==> src/rtl/pcm_slot_pkg.sv <==
package pcm_slot_pkg;
    typedef enum logic [1:0] {
        LANE_IDLE,
        LANE_ARM,
        LANE_SHIFT
    } lane_state_e;
endpackage

==> src/rtl/pcm_tx_lane.sv <==
module pcm_tx_lane
    import pcm_slot_pkg::*;
#(
    parameter int SLOT_W = 8
) (
    input  logic              clk,
    input  logic              rst_n,
    input  logic              long_sync,
    input  logic              pdn,
    input  logic              sync,
    input  logic [SLOT_W-1:0] word,
    output logic              drive,
    output logic              bit_out
);
    localparam int CW = $clog2(SLOT_W);
    localparam logic [CW-1:0] LAST = CW'(SLOT_W - 1);

    lane_state_e      state, nxt;
    logic             sync_q;
    logic [CW-1:0]    cnt;
    logic [SLOT_W-1:0] sh;

    always_comb begin
        nxt = state;
        unique case (state)
            LANE_IDLE: begin
                if (!pdn && sync && !long_sync)
                    nxt = LANE_ARM;
                else if (!pdn && sync && !sync_q && long_sync)
                    nxt = LANE_SHIFT;
            end
            LANE_ARM:   nxt = pdn ? LANE_IDLE : LANE_SHIFT;
            LANE_SHIFT: nxt = (pdn || cnt == LAST) ? LANE_IDLE : LANE_SHIFT;
            default:    nxt = LANE_IDLE;
        endcase
    end

    always_ff @(posedge clk or negedge rst_n) begin
        if (!rst_n) state <= LANE_IDLE;
        else        state <= nxt;
    end

    always_ff @(posedge clk or negedge rst_n) begin
        if (!rst_n) begin
            sync_q <= 1'b0;
            cnt    <= '0;
            sh     <= '0;
        end else begin
            sync_q <= sync;
            if (nxt == LANE_SHIFT && state != LANE_SHIFT) begin
                sh  <= word;
                cnt <= '0;
            end else if (state == LANE_SHIFT) begin
                sh  <= {sh[SLOT_W-2:0], 1'b0};
                cnt <= cnt + 1'b1;
            end
        end
    end

    always_comb begin
        drive   = (state == LANE_SHIFT);
        bit_out = sh[SLOT_W-1];
    end
endmodule

==> src/rtl/pcm_rx_lane.sv <==
module pcm_rx_lane
    import pcm_slot_pkg::*;
#(
    parameter int SLOT_W = 8
) (
    input  logic              clk,
    input  logic              rst_n,
    input  logic              long_sync,
    input  logic              pdn,
    input  logic              sync,
    input  logic              din,
    output logic [SLOT_W-1:0] word,
    output logic              strobe
);
    localparam int CW = $clog2(SLOT_W);
    localparam logic [CW-1:0] LAST = CW'(SLOT_W - 1);

    lane_state_e       state, nxt;
    logic              sync_q;
    logic [CW-1:0]     cnt;
    logic [SLOT_W-1:0] sh;
    logic [SLOT_W-1:0] byte_q;
    logic              done_tgl;
    logic              seen_tgl;

    always_comb begin
        nxt = state;
        unique case (state)
            LANE_IDLE: begin
                if (!pdn && sync && !long_sync)
                    nxt = LANE_ARM;
                else if (!pdn && sync && !sync_q && long_sync)
                    nxt = LANE_SHIFT;
            end
            LANE_ARM:   nxt = pdn ? LANE_IDLE : LANE_SHIFT;
            LANE_SHIFT: nxt = (pdn || cnt == LAST) ? LANE_IDLE : LANE_SHIFT;
            default:    nxt = LANE_IDLE;
        endcase
    end

    // receive side runs on the falling edge
    always_ff @(negedge clk or negedge rst_n) begin
        if (!rst_n) state <= LANE_IDLE;
        else        state <= nxt;
    end

    always_ff @(negedge clk or negedge rst_n) begin
        if (!rst_n) begin
            sync_q   <= 1'b0;
            cnt      <= '0;
            sh       <= '0;
            byte_q   <= '0;
            done_tgl <= 1'b0;
        end else begin
            sync_q <= sync;
            if (nxt == LANE_SHIFT && state != LANE_SHIFT) begin
                cnt <= '0;
            end else if (state == LANE_SHIFT && !pdn) begin
                sh  <= {sh[SLOT_W-2:0], din};
                cnt <= cnt + 1'b1;
                if (cnt == LAST) begin
                    byte_q   <= {sh[SLOT_W-2:0], din};
                    done_tgl <= ~done_tgl;
                end
            end
        end
    end

    // hand the finished byte to the rising-edge core side
    always_ff @(posedge clk or negedge rst_n) begin
        if (!rst_n) begin
            seen_tgl <= 1'b0;
            word     <= '0;
            strobe   <= 1'b0;
        end else if (done_tgl != seen_tgl) begin
            seen_tgl <= done_tgl;
            word     <= byte_q;
            strobe   <= 1'b1;
        end else begin
            strobe   <= 1'b0;
        end
    end
endmodule

==> src/rtl/pcm_slot_port.sv <==
module pcm_slot_port #(
    parameter int NCH    = 4,
    parameter int SLOT_W = 8
) (
    input  logic                  pclk,
    input  logic                  rst_n,
    input  logic                  long_sync,
    input  logic [NCH-1:0]        pdn,
    input  logic [NCH-1:0]        fsx,
    input  logic [NCH-1:0]        fsr,
    input  logic [NCH*SLOT_W-1:0] tx_word,
    input  logic                  rx_line,
    output logic                  tx_data,
    output logic                  tx_oe,
    output logic                  tsc_n,
    output logic [NCH*SLOT_W-1:0] rx_word,
    output logic [NCH-1:0]        rx_strobe
);
    logic [NCH-1:0] lane_oe;
    logic [NCH-1:0] lane_bit;

    for (genvar i = 0; i < NCH; i++) begin : g_lane
        pcm_tx_lane #(.SLOT_W(SLOT_W)) u_tx (
            .clk      (pclk),
            .rst_n    (rst_n),
            .long_sync(long_sync),
            .pdn      (pdn[i]),
            .sync     (fsx[i]),
            .word     (tx_word[i*SLOT_W +: SLOT_W]),
            .drive    (lane_oe[i]),
            .bit_out  (lane_bit[i])
        );
        pcm_rx_lane #(.SLOT_W(SLOT_W)) u_rx (
            .clk      (pclk),
            .rst_n    (rst_n),
            .long_sync(long_sync),
            .pdn      (pdn[i]),
            .sync     (fsr[i]),
            .din      (rx_line),
            .word     (rx_word[i*SLOT_W +: SLOT_W]),
            .strobe   (rx_strobe[i])
        );
    end

    always_comb begin
        tx_oe   = |lane_oe;
        tx_data = |(lane_oe & lane_bit);
        tsc_n   = ~tx_oe;
    end
endmodule

==> config.mk <==
export PLATFORM = sky130hd
export DESIGN_NAME = pcm_slot_port
export DESIGN_NICKNAME = d
export VERILOG_FILES = /design/src/rtl/pcm_slot_pkg.sv /design/src/rtl/pcm_tx_lane.sv /design/src/rtl/pcm_rx_lane.sv /design/src/rtl/pcm_slot_port.sv
export SDC_FILE = /design/constraint.sdc
export NUM_CORES = 1
export LEC_CHECK = 0
export ABC_AREA = 1
export BUFFER_PORTS_ARGS = -buffer_cell sky130_fd_sc_hd__buf_2
export CAP_MARGIN = 0
export CORE_MARGIN = 2
export CORE_UTILIZATION = 37
export CTS_CLUSTER_SIZE = 30
export DETAILED_ROUTE_END_ITERATION = 16
export PLACE_DENSITY_LB_ADDON = 0.08
export SYNTH_ARGS = -nofsm -noshare
export SYNTH_HDL_FRONTEND = slang
export SYNTH_SLANG_ARGS = --single-unit
==> constraint.sdc <==
create_clock -name pclk -period 1.85 [get_ports pclk]
set_clock_uncertainty 0.1 [all_clocks]
set_input_delay 0.0925 -clock pclk [delete_from_list [all_inputs] [get_ports pclk]]
set_output_delay 0.0925 -clock pclk [all_outputs]
set_load 0.01 [all_outputs]
# Word level (Yosys, flattened, before mapping)
# Cells that the tools add are included.
word_totals:
  register_bits: 184
  inputBits: 48
  out_inout_bits: 39
  word_cells: 269
op_classes:
  add_sub_neg: 8
  n_eq_ne: 44
  muxes: 64
  bitwise: 10
  reduce_logical: 91
op_table:
  columns: ["cell", "count"]
  rows:
  - ["2-to-1 mux 8 bit", 8]
  - ["2-to-1 mux 2 bit", 28]
  - ["2-to-1 mux 3 bit", 16]
  - ["one-hot mux 2 bit (3 select lines)", 8]
  - ["logical AND 1 bit", 44]
  - ["== test 2 bit, second input constant", 16]
  - ["adder 3 x 1 -> 3 bit, second input constant", 8]
  - ["== test 3 bit, second input constant", 8]
  - ["== test 2 x 1 -> 1 bit, second input constant", 8]
  - ["zero test 2 bit", 8]
  - ["inequality test 2 bit, second input constant", 8]
  - ["nonzero test 2 bit", 8]
  - ["zero test 1 bit", 13]
  - ["AND reduction 3 bit", 4]
  - ["inverter 1 bit", 9]
  - ["logical OR 1 bit", 8]
  - ["AND reduction 2 bit", 4]
  - ["OR reduction 4 bit", 2]
  - ["AND 4 bit", 1]
  - ["2-to-1 mux 1 bit", 4]
  - ["inequality test 1 bit", 4]

# Longest topological paths before layout
# Gate-level depths: netlist of the first run.
logic_depth:
  ltp_word: 11
  depth_mapped: 8
  mapped_depth_nobuf: 8

# Modules after synthesis
# Synthesis of the first run repeated with hierarchy kept, for this count alone.
hier_totals:
  hier_cells: 833
  area_unflattened_um2: 8212.9
modules_own_cells:
  columns: ["mod", "n_inst", "cells_per_inst", "area_per_inst_um2", "seq_area_each_um2"]
  rows:
  - ["pcm_rx_lane", 4, 130, 1323.8, 800.8]
  - ["pcm_tx_lane at g_lane[0].u_tx ...", 3, 74, 688.2, 350.3]
  - ["pcm_tx_lane at g_lane[3].u_tx", 1, 74, 787.0, 350.3]
  - ["pcm_slot_port", 1, 17, 66.3, 0.0]

==> results by group, run 1 <==
Drt
  • Post-route ant nets: 0
  • Number of remaining DRC errors: 0
  • Routed WL: 15.4 mm
  • Post-DR wirelength/cell: 12.0 µm
  • DR vias: 5,870
  • Drt first-iter violations: 247
  • Vias per cell: 4.59
  • Drt pass-1 iters: 4

Timing
  • Final hold vios: 0
  • Crit path setup slack, layout: -0.199 ns
  • Pins over their slew limit: 0
  • Hold Slack: 0.0458 ns
  • Slew HR: 81.0%
  • Tightest Pin Transition: 0.284 ns
  • Setup TNS: -4.86 ns
  • RSZ-0062 raised after global routing: true
  • Endpoints failing setup: 36

Logic synthesis
  • Net Count, Synth: 884
  • Synth Area per Inst: 9.54 µm²
  • Yosys cell types: 33
  • Ys flop type: dfrtp_1
  • Post-synthesis sequential area ratio: 58.9%
  • Asr flop ratio synth: 100%
  • Post-Syn Instances: 820
  • Flops & latches, synth: 184
  • Post-Synthesis Cell Area: 7820 µm²
  • Number of synthesized flops with an enable pin: 0
  • Yosys warning total: 0

Worst setup path
  • CP endpoint kind: flop
  • CP Data Arrival Time: 2.26 ns
  • Beginning of the worst register-to-register path: g_lane[1].u_rx.done_tgl$_DFFE_NN0P_
  • CP required: 2.06 ns
  • R2R cell count: 5
  • Startpoint types: flop
  • Capture point of the worst reg-to-reg path: g_lane[1].u_rx.word[7]$_DFFE_PN0P_
  • Internal reg-to-reg setup slack: -0.20 ns
  • CP Max Fanout: 6
  • Worst setup path class: flop to flop

Clocking
  • Clk root buf: clkbuf_16
  • Clock slew at reported path FFs: 0.07 ns
  • Cts bufs inserted: 17
  • Worst-Skew Late Latency: 0.40 ns
  • CTS H-tree depth: 4
  • TritonCTS clock tree: built
  • CTS Sinks: 184
  • Clock buffer depth: 2

GRT
  • Total GRT Usage: 14.9%
  • Grt total ovfl: 0
  • Initial antenna violation count: 2
  • Largest net degree at the start of global routing: 36
  • Global-route wire length before repair: 26.7 mm
  • Number of global-route vias before repair: 5,776

Cells and area
  • Filler-free cell count of the finished design: 1,279
  • Share of cells above drive strength 1: 24.1%
  • Filler Cell Count: 2,019
  • P&R area growth vs syn: 27.5%
  • Final nets: 1,054

Place
  • Gpl congestion: 0.744
  • Placed insts: 1,196
  • Placement Setup Slack: -0.196 ns
  • PortBufs: 86
  • Post-DP HPWL: 10.8 mm

Pwr
  • PD cells: 1070 nW/µm²
  • Total chip power: 0.0107 W
  • Peak VDD IR: 0.000625 V
  • Leakage: 5.02 nW

Die
  • Core area: 20,900 µm²
  • Die area: 22,300 µm²
  • Initial core utilization: 37.4%
  • Chip width: 149 µm
  • # rows: 53
  • I/O pins: 87
  • Die Height: 149 µm

Hold path
  • WHS Endpoint: g_lane[3].u_tx.state[0]$_DFF_PN0_
  • Tightest Hold Check Type: primary input to flop
  • Hold path start: pdn[3]
  • Hold Path Depth: 5

Status
  • Failing checks: setup timing
  • Status: complete, but fails checks

Run
  • Max cap viols: 0
## logic make-up (layout without fill, tap and decap cells)
group / Yosys count / count (layout) / synth area share [%]
other: 0 / 1 / 0
DFF: 184 / 184 / 58.9
and+or+nand+nor: 385 / 385 / 23.0
buffers and inverters: 122 / 305 / 6.67
xor gates and xnor gates: 10 / 10 / 1.50
adders and majority gates: 16 / 16 / 2.56
AOI/OAI and AO/OA: 103 / 103 / 7.42
## synthesized netlist by cell type (5+ instances only)
| cell type | instances | share of area, % |
|---|---|---|
| inv_1 | 85 | 4.1 |
| clkbuf_1 | 9 | 0.43 |
| nor2_4 | 5 | 0.72 |
| buf_2 | 9 | 0.58 |
| nand2_1 | 191 | 9.2 |
| nand3_1 | 79 | 5.1 |
| nor2_1 | 48 | 2.3 |
| ha_1 | 16 | 2.6 |
| xnor2_1 | 5 | 0.56 |
| buf_4 | 6 | 0.58 |
| dfrtn_1 | 88 | 28 |
| inv_2 | 6 | 0.29 |
| a21oi_1 | 6 | 0.38 |
| nand4_1 | 31 | 2.5 |
| dfrtp_1 | 96 | 31 |
| nand2_2 | 13 | 1.0 |
| o21ai_2 | 14 | 1.6 |
| o21ai_0 | 77 | 4.9 |
## stage by stage
stage | instance area, µm² | util [%]
floorplan | 7860 | -
CTS | 9840 | 47.1
global route | 9970 | 47.7
detailed placement | 8860 | 42.4
global placement | 8860 | 42.4
finish | 9970 | 47.7
## critical path, cell delays in order (launching register included)
cell	delay, ns
dfrtn_1	0.37
xor2_2	0.18
buf_4	0.14
clkbuf_16	0.14
nand2_2	0.05
o21ai_1	0.05
## state kept, by name (all words and copies together) (netlist names)
| register | flops |
|---|---|
| g_lane.u_rx.sh | 28 |
| g_lane.u_rx.byte_q | 32 |
| g_lane.u_rx.word | 32 |
| g_lane.u_tx.sh | 32 |
| g_lane.u_rx.state | 8 |
| g_lane.u_rx.done_tgl | 4 |
| g_lane.u_tx.cnt | 12 |
| g_lane.u_rx.strobe | 4 |
| g_lane.u_tx.state | 8 |
| g_lane.u_rx.sync_q | 4 |
| g_lane.u_tx.sync_q | 4 |
| g_lane.u_rx.seen_tgl | 4 |
| g_lane.u_rx.cnt | 12 |
## power breakdown
group	internal (W)	total [W]	switching [W]	leakage, nW
combinational	0.000865	0.00201	0.00114	2.30
clock	0.00181	0.00337	0.00156	0.273
sequential	0.00485	0.00529	0.000442	2.45
total	0.00753	0.0107	0.00315	5.02
## placed cells by master (no fill, tap or decap), types with 4 or more instances in the layout
| master | synthesis | final |
|---|---|---|
| a21oi_1 | 6 | 6 |
| buf_12 | 0 | 7 |
| buf_2 | 9 | 85 |
| buf_4 | 6 | 43 |
| clkbuf_16 | 0 | 18 |
| clkinv_4 | 0 | 4 |
| dfrtn_1 | 88 | 88 |
| dfrtp_1 | 96 | 96 |
| dlygate4sd3_1 | 0 | 41 |
| ha_1 | 16 | 16 |
| inv_1 | 85 | 84 |
| inv_2 | 6 | 4 |
| nand2_1 | 191 | 179 |
| nand2_2 | 13 | 24 |
| nand2_4 | 4 | 5 |
| nand3_1 | 79 | 79 |
| nand4_1 | 31 | 31 |
| nor2_1 | 48 | 45 |
| nor2_4 | 5 | 5 |
| o21ai_0 | 77 | 42 |
| o21ai_1 | 1 | 33 |
| o21ai_2 | 14 | 17 |
| xnor2_1 | 5 | 5 |
| xor2_2 | 4 | 4 |
## worst max-delay path by stage
stage,startpoint,end,slack (ns),cells past startpoint
floorplan,g_lane[0].u_rx.done_tgl$_DFFE_NN0P_,g_lane[0].u_rx.word[6]$_DFFE_PN0P_,-0.26,4
finish,g_lane[1].u_rx.done_tgl$_DFFE_NN0P_,g_lane[1].u_rx.word[7]$_DFFE_PN0P_,-0.20,5
global route,g_lane[1].u_rx.done_tgl$_DFFE_NN0P_,g_lane[1].u_rx.word[4]$_DFFE_PN0P_,-0.23,5
CTS,g_lane[1].u_rx.done_tgl$_DFFE_NN0P_,g_lane[1].u_rx.word[6]$_DFFE_PN0P_,-0.17,4
global placement,g_lane[1].u_rx.done_tgl$_DFFE_NN0P_,g_lane[1].u_rx.word[2]$_DFFE_PN0P_,-0.15,4
detailed placement,g_lane[1].u_rx.done_tgl$_DFFE_NN0P_,g_lane[1].u_rx.word[6]$_DFFE_PN0P_,-0.20,4
## metal layers
| metal | share of wire, % | vias up | wire [µm] | track usage, % |
|---|---|---|---|---|
| met5 | 0.045 | - | 7 | 0 |
| met4 | 1.4 | 2 | 213 | 5.86 |
| met3 | 4.2 | 18 | 645 | 3.49 |
| met2 | 48 | 108 | 7370 | 24.5 |
| met1 | 47 | 2755 | 7170 | 19.1 |
| li1 | - | 2987 | - | - |
## final cells by class
type	instances	area, µm²	area share [%]
flip-flops and latches	184	4600	46.2
multi-input cells	514	2760	27.6
repair buffers	180	1360	13.6
clock buffers	20	457	4.58
inverters	93	358	3.59
well taps	275	344	3.45
clock inverters	12	92.6	0.929
diodes	1	2.50	0.0251
## repair_timing
item | in CTS | in global routing
hold buffers | 41 | 0
setup buffers | 1 | 7
setup endpoints to repair | 35 | 45
endpoints found under the hold margin | 136 | 0
pin swaps | 2 | 5
gates cloned | 0 | 1
gates resized for setup | 4 | 18
Note: power is estimated with default switching activity, not from simulation.
==> run 2, diff against run 1 <==
--- a/config.mk
+++ b/config.mk
@@ -10,6 +10,7 @@
 export CAP_MARGIN = 0
 export CORE_MARGIN = 2
 export CORE_UTILIZATION = 37
+export CTS_BUF_LIST = sky130_fd_sc_hd__clkbuf_2 sky130_fd_sc_hd__clkbuf_4 sky130_fd_sc_hd__clkbuf_8
 export CTS_CLUSTER_SIZE = 30
 export DETAILED_ROUTE_END_ITERATION = 16
 export PLACE_DENSITY_LB_ADDON = 0.08
==> run 2 against run 1 <==
Via count down 0.37%. The flow still finishes with violations (setup timing). Flip-flop and latch count is the same. Wire length up 0.49%. Total power decreased by 8.0%. Clock power down 26%. First-iteration DRC count is the same. Worst setup slack improved by 0.023 ns. Critical path depth did not move. Non-clock buffer count up 7. Global-route usage shrank 0.11 points.
==> results by group, run 2 (synthesized netlist as in run 1, its figures left out) <==
Status
  • Status: complete, but fails checks
  • Failing checks: setup timing

Hold path
  • Tightest Hold Check Type: primary input to asynchronous set/reset pin

Worst setup path
  • Startpoint types: flop
  • CP Data Arrival Time: 2.26 ns (about the same)
  • Worst setup path class: flop to flop
  • CP Max Fanout: 6 (unchanged)
  • CP endpoint kind: flop
  • CP required: 2.09 ns (+0.03 ns)

Clocking
  • CTS Sinks: 184 (unchanged)
  • Clock buffer depth: 2 (unchanged)
  • CTS H-tree depth: 4 (unchanged)
  • Cts bufs inserted: 17 (unchanged)
  • Worst-Skew Late Latency: 0.40 ns (about the same)
  • Clk root buf: clkbuf_8
  • TritonCTS clock tree: built
  • Clock slew at reported path FFs: 0.10 ns (+0.03 ns)

Timing
  • Setup TNS: -4.10 ns (+0.766 ns)
  • Endpoints failing setup: 34 (-5.6%)
  • RSZ-0062 raised after global routing: true
  • Crit path setup slack, layout: -0.176 ns (+0.0234 ns)
  • Pins over their slew limit: 0 (unchanged)
  • Slew HR: 80.8% (-0.20 points)
  • Final hold vios: 0 (unchanged)
  • Tightest Pin Transition: 0.287 ns (+0.00300 ns)

Place
  • Post-DP HPWL: 10.8 mm (unchanged)
  • Gpl congestion: 0.744 (unchanged)
  • PortBufs: 86 (unchanged)

Cells and area
  • Largest regs: g_lane.u_rx.byte_q: 32 flops, g_lane.u_rx.word: 32 flops, g_lane.u_tx.sh: 32 flops
  • Share of cells above drive strength 1: 24.8% (+0.62 points)
  • Filler Cell Count: 2,048 (+1.4%)
  • Commonest non-fill, non-tap cell in the layout: nand2_1
  • Final nets: 1,061 (+0.66%)
  • P&R area growth vs syn: 26.2%
  • Most frequent cells in the layout: nand2_1, dfrtp_1, dfrtn_1

Die
  • # rows: 53 (unchanged)
  • Chip width: 149 µm (unchanged)
  • I/O pins: 87 (unchanged)
  • Initial core utilization: 37.4% (unchanged)
  • Core area: 20,900 µm² (unchanged)
  • Die Height: 149 µm (unchanged)
  • Die area: 22,300 µm² (unchanged)

Run
  • Max cap viols: 0 (unchanged)

Drt
  • Routed WL: 15.5 mm (+0.49%)
  • Drt first-iter violations: 247 (unchanged)
  • Post-DR wirelength/cell: 12.0 µm (about the same)
  • Drt pass-1 iters: 5 (+1)
  • DR vias: 5,848 (-0.37%)
  • Number of remaining DRC errors: 0 (unchanged)
  • Vias per cell: 4.55 (-0.92%)
  • Post-route ant nets: 0 (unchanged)

GRT
  • Total GRT Usage: 14.8% (-0.11 points)
  • Global-route wire length before repair: 26.6 mm (-0.18%)
  • Initial antenna violation count: 2 (unchanged)
  • Number of global-route vias before repair: 5,770 (-0.10%)
  • Largest net degree at the start of global routing: 36 (unchanged)
  • Grt total ovfl: 0 (unchanged)

Pwr
  • Total chip power: 0.00982 W (-8.0%)
  • Peak VDD IR: 0.000447 V (-29%)
  • PD cells: 995 nW/µm² (-7.0%)
  • Leakage: 4.98 nW (-0.85%)
run 2: cell types whose count changed in the layout (fill, tap and decap cells not counted), moves of 2 or more:
cell | before | now
buf_6 | 3 | 7
clkbuf_16 | 18 | 1
clkbuf_8 | 2 | 19
dlygate4sd3_1 | 41 | 43
run 2: what timing repair did:
| item | 4_1_cts | 5_1_grt |
|---|---|---|
| hold endpoints to repair | 138 | 0 |
| pin swaps | 2 | 8 |
| cloned | 0 | 1 |
| hold buffers | 43 | 0 |
| endpoints found under the setup margin | 33 | 46 |
| resized for setup | 4 | 27 |
| buffers inserted | 1 | 12 |
run 2: where the power goes:
part	total, W	switching, W	leakage [nW]	internal [W]
combinational	0.00204	0.00115	2.34	0.000891
sequential	0.00529	0.000441	2.45	0.00484
clock	0.00249	0.00146	0.189	0.00104
total	0.00982	0.00305	4.98	0.00677
run 2: layout make-up:
class	instances	area (µm²)	share of cell area [%]
clock buffer	20	269	2.73
multi-input combinational	514	2760	28.0
sequential	184	4600	46.6
antenna	1	2.50	0.0254
timing repair buffer	187	1440	14.6
clock inverter	12	92.6	0.938
tap	275	344	3.49
inverter	93	358	3.63
run 2: path summary, 6_finish.rpt:
path / slack, ns / from / to / cells past startpoint
setup / recovery: -0.18 / g_lane[1].u_rx.done_tgl$_DFFE_NN0P_ / g_lane[1].u_rx.word[7]$_DFFE_PN0P_ / 5
hold / removal: 0.16 / rst_n / g_lane[3].u_rx.word[7]$_DFFE_PN0P_ / 3
setup reg to reg: -0.18 / g_lane[1].u_rx.done_tgl$_DFFE_NN0P_ / g_lane[1].u_rx.word[7]$_DFFE_PN0P_ / 5
hold reg to reg: 0.33 / g_lane[1].u_rx.sh[1]$_DFFE_NN0P_ / g_lane[1].u_rx.sh[2]$_DFFE_NN0P_ / 2
max in group asynchronous: 0.40 / rst_n / g_lane[0].u_rx.sh[5]$_DFFE_NN0P_ / 3
min in group pclk: 0.17 / pdn[3] / g_lane[3].u_tx.state[1]$_DFF_PN0_ / 5
run 2: stage by stage:
| step | instance area, µm² | utilization [%] | instances | setup WS [ns] | hold slack, ns |
|---|---|---|---|---|---|
| floorplan | 7860 | - | 820 | -0.256 | -0.303 |
| finish | 9870 | 47.3 | 1286 | -0.176 | 0.156 |
| global placement | 8860 | 42.4 | 1196 | -0.148 | -0.150 |
| CTS | 9680 | 46.3 | 1272 | -0.149 | 0.131 |
| global route | 9870 | 47.2 | 1285 | -0.210 | 0.152 |
| detailed placement | 8860 | 42.4 | 1196 | -0.196 | -0.150 |
run 2: metal layers:
metal,GRT usage (%),part of all wire [%],wire (µm)
met5,0,0.045,7
met4,4.29,0.64,99
met3,4.04,4.0,619
met2,24.5,49,7520
met1,19.0,47,7230
run 2: worst max-delay path, stage by stage, from the launching register on:
cell and delay, ns:
dfrtn_1 0.38, xor2_2 0.18, buf_4 0.14, clkbuf_16 0.14
nand2_2 0.05, o21ai_1 0.05
==> run 3, diff against run 2 <==
--- a/config.mk
+++ b/config.mk
@@ -8,11 +8,13 @@
 export ABC_AREA = 1
 export BUFFER_PORTS_ARGS = -buffer_cell sky130_fd_sc_hd__buf_2
 export CAP_MARGIN = 0
+export CORE_ASPECT_RATIO = 0.7
 export CORE_MARGIN = 2
 export CORE_UTILIZATION = 37
 export CTS_BUF_LIST = sky130_fd_sc_hd__clkbuf_2 sky130_fd_sc_hd__clkbuf_4 sky130_fd_sc_hd__clkbuf_8
 export CTS_CLUSTER_SIZE = 30
 export DETAILED_ROUTE_END_ITERATION = 16
+export MAX_ROUTING_LAYER = met4
 export PLACE_DENSITY_LB_ADDON = 0.08
 export SYNTH_ARGS = -nofsm -noshare
 export SYNTH_HDL_FRONTEND = slang
==> run 3 against run 2 <==
The flow still finishes with violations (setup timing). Utilization rose by 0.60 points. Clock power rose by 17%. Die area barely moved. Wire length rose by 4.6%. Via count rose by 0.17%. Critical path depth fell by 1. Hold slack got worse by 0.029 ns. Flip-flop and latch count did not move. Non-clock buffer count fell by 2. Final cell count fell by 0.16%. Largest power group unchanged. Highest routed layer is now met4.
==> results by group, run 3 (synthesized netlist as in run 1, its figures left out) <==
GRT
  • Total GRT Usage: 16.0% (+1.2 points)
  • Largest net degree at the start of global routing: 57 (+58%)
  • Initial antenna violation count: 0 (-2)
  • Global-route wire length before repair: 27.9 mm (+4.8%)
  • Number of global-route vias before repair: 5,744 (-0.45%)
  • Grt total ovfl: 0 (unchanged)

Pwr
  • Logic gate share of total power: 20.1% (-0.7 points)
  • PD cells: 1030 nW/µm² (+3.8%)
  • Clock Power Share: 28.4% (+3.0 points)
  • Leakage: 5.02 nW (+0.73%)
  • Sequential share of power: 51.5% (-2.3 points)
  • Sw frac: 30.2% (-0.86 points)
  • Total chip power: 0.0103 W (+4.4%)
  • Peak VDD IR: 0.000496 V (+11%)
  • Net switching power: 0.00310 W (+1.5%)
  • Internal Pwr Total: 0.00716 W (+5.7%)

Timing
  • RSZ-0062 raised after global routing: true
  • Endpoints failing setup: 34 (unchanged)
  • Tightest Pin Transition: 0.733 ns (+0.446 ns)
  • Final hold vios: 0 (unchanged)
  • Setup TNS: -4.24 ns (-0.148 ns)
  • Pins over their slew limit: 0 (unchanged)
  • Slew HR: 51.2% (-30 points)
  • Crit path setup slack, layout: -0.173 ns (+0.00281 ns)

Die
  • Chip width: 178 µm (+19%)
  • Die Height: 126 µm (-16%)
  • Initial core utilization: 37.7% (+0.24 points)
  • # rows: 44 (-17%)
  • Core area: 20,800 µm² (-0.64%)
  • I/O pins: 87 (unchanged)
  • Die area: 22,300 µm² (about the same)

Worst setup path
  • Internal reg-to-reg setup slack: -0.17 ns (about the same)
  • CP Data Arrival Time: 2.31 ns (+0.05 ns)
  • Worst-path cell chain: xor2_2, buf_6, nand2_2, o21ai_1
  • Beginning of the worst register-to-register path: g_lane[2].u_rx.done_tgl$_DFFE_NN0P_
  • CP required: 2.13 ns (+0.04 ns)
  • Worst setup path class: flop to flop
  • CP Max Fanout: 6 (unchanged)
  • Slowest CP cell: dfrtn_1
  • CP endpoint kind: flop
  • Startpoint types: flop
  • CP peak stage delay: 0.45 ns (+0.07 ns)
  • R2R cell count: 4 (-1)
  • Capture point of the worst reg-to-reg path: g_lane[2].u_rx.word[4]$_DFFE_PN0P_

Drt
  • Vias per cell: 4.56 (+0.33%)
  • Number of remaining DRC errors: 0 (unchanged)
  • Drt first-iter violations: 336 (+36%)
  • Post-DR wirelength/cell: 12.6 µm (+4.7%)
  • Post-route ant nets: 0 (unchanged)
  • Drt pass-1 iters: 5 (unchanged)
  • DR vias: 5,858 (+0.17%)
  • Routed WL: 16.2 mm (+4.6%)

Cells and area
  • Share of cells above drive strength 1: 24.9% (+0.15 points)
  • # diodes: 0 (-1)
  • Final nets: 1,059 (-0.19%)
  • Commonest non-fill, non-tap cell in the layout: nand2_1
  • Filler Cell Count: 1,978 (-3.4%)
  • Largest regs: g_lane.u_rx.byte_q: 32 flops, g_lane.u_rx.word: 32 flops, g_lane.u_tx.sh: 32 flops
  • Reg area: 4600 µm² (unchanged)
  • Area of the multi-input gates: 2780 µm² (+0.68%)
  • Most frequent cells in the layout: nand2_1, dfrtp_1, dfrtn_1
  • Post-Layout Inst Area: 9930 µm² (+0.62%)
  • P&R area growth vs syn: 27.0%
  • Filler-free cell count of the finished design: 1,284 (-0.16%)

Clocking
  • Clock buffer depth: 2 (unchanged)
  • Cts bufs inserted: 17 (unchanged)
  • Clock slew at reported path FFs: 0.10 ns (about the same)
  • CTS H-tree depth: 4 (unchanged)
  • Clk root buf: clkbuf_8
  • CTS Sinks: 184 (unchanged)
  • Worst-Skew Late Latency: 0.46 ns (+0.06 ns)
  • TritonCTS clock tree: built

Place
  • Post-DP HPWL: 11.3 mm (+5.1%)
  • Placed insts: 1,193 (-0.25%)
  • DP Area: 8840 µm² (-0.32%)
  • Gpl congestion: 0.792 (+6.4%)
  • PortBufs: 86 (unchanged)

Status
  • Status: complete, but fails checks
  • Failing checks: setup timing

Run
  • Max cap viols: 0 (unchanged)

Hold path
  • Tightest Hold Check Type: primary input to asynchronous set/reset pin
[run 3: cell count changes in the layout (fill, tap and decap cells not counted), sizes merged]
cell      previous run  this run
buf                143       142
bufinv               0         3
clkbuf              21        19
clkinvlp             2         1
diode                1         0
inv                 95        94
[run 3: layer usage]
metal	vias up	wire (µm)	global-route usage, %
li1	3006	-	-
met1	2750	8360	22.8
met2	90	7110	23.3
met3	12	560	3.65
met4	0	157	3.91
met5	-	0	-
[run 3: worst max path at each step]
stage / start / to / slack (ns) / cells after the start
2_1_floorplan: g_lane[0].u_rx.done_tgl$_DFFE_NN0P_ / g_lane[0].u_rx.word[6]$_DFFE_PN0P_ / -0.26 / 4
3_3_place_gp: long_sync / g_lane[0].u_rx.cnt[1]$_DFFE_NN0P_ / -0.15 / 8
3_5_place_dp: g_lane[3].u_rx.done_tgl$_DFFE_NN0P_ / g_lane[3].u_rx.word[2]$_DFFE_PN0P_ / -0.19 / 4
4_1_cts: g_lane[3].u_rx.done_tgl$_DFFE_NN0P_ / g_lane[3].u_rx.word[2]$_DFFE_PN0P_ / -0.15 / 4
5_1_grt: g_lane[2].u_rx.done_tgl$_DFFE_NN0P_ / g_lane[2].u_rx.word[4]$_DFFE_PN0P_ / -0.23 / 4
6_report: g_lane[2].u_rx.done_tgl$_DFFE_NN0P_ / g_lane[2].u_rx.word[4]$_DFFE_PN0P_ / -0.17 / 4
[run 3: area by class of cell]
cell class	instances	area share, %
well taps	276	3.48
flip-flops and latches	184	46.4
inverters	93	3.64
multi-input cells	514	28.0
clock inverters	13	1.70
clock buffers	19	2.63
repair buffers	185	14.2
[run 3: per-stage QoR]
stage	hold WS, ns	setup WS, ns	util, %
6_report	0.128	-0.173	47.9
5_1_grt	0.119	-0.232	47.9
4_1_cts	0.116	-0.151	46.9
3_5_place_dp	-0.172	-0.185	42.6
3_3_place_gp	-0.174	-0.150	42.6
2_1_floorplan	-0.303	-0.256	-
[run 3: critical path, delay by kind of cell (launching register included)]
kind / cells / cell delay [ns]
buffers and inverters: 1 / 0.18
flip-flops: 1 / 0.45
AO/OA/AOI/OAI: 1 / 0.06
AND/OR/NAND/NOR: 1 / 0.05
XOR/XNOR: 1 / 0.25
[run 3: what timing repair did]
| action | in CTS | in global routing |
|---|---|---|
| endpoints found under the hold margin | 137 | 0 |
| resized for setup | 7 | 34 |
| pin swaps | 3 | 8 |
| hold buffers | 43 | 0 |
| buffers inserted | 3 | 12 |
| endpoints found under the setup margin | 35 | 64 |
| gates cloned | 1 | 0 |
[run 3: power by group through the flow]
stage / clock network [W] / logic [W] / registers [W]
2_1_floorplan: 0 / 0.00138 / 0.00525
3_3_place_gp: 0 / 0.00186 / 0.00532
3_5_place_dp: 0 / 0.00195 / 0.00536
4_1_cts: 0.00301 / 0.00204 / 0.00529
5_1_grt: 0.00320 / 0.00241 / 0.00539
6_report: 0.00291 / 0.00207 / 0.00528
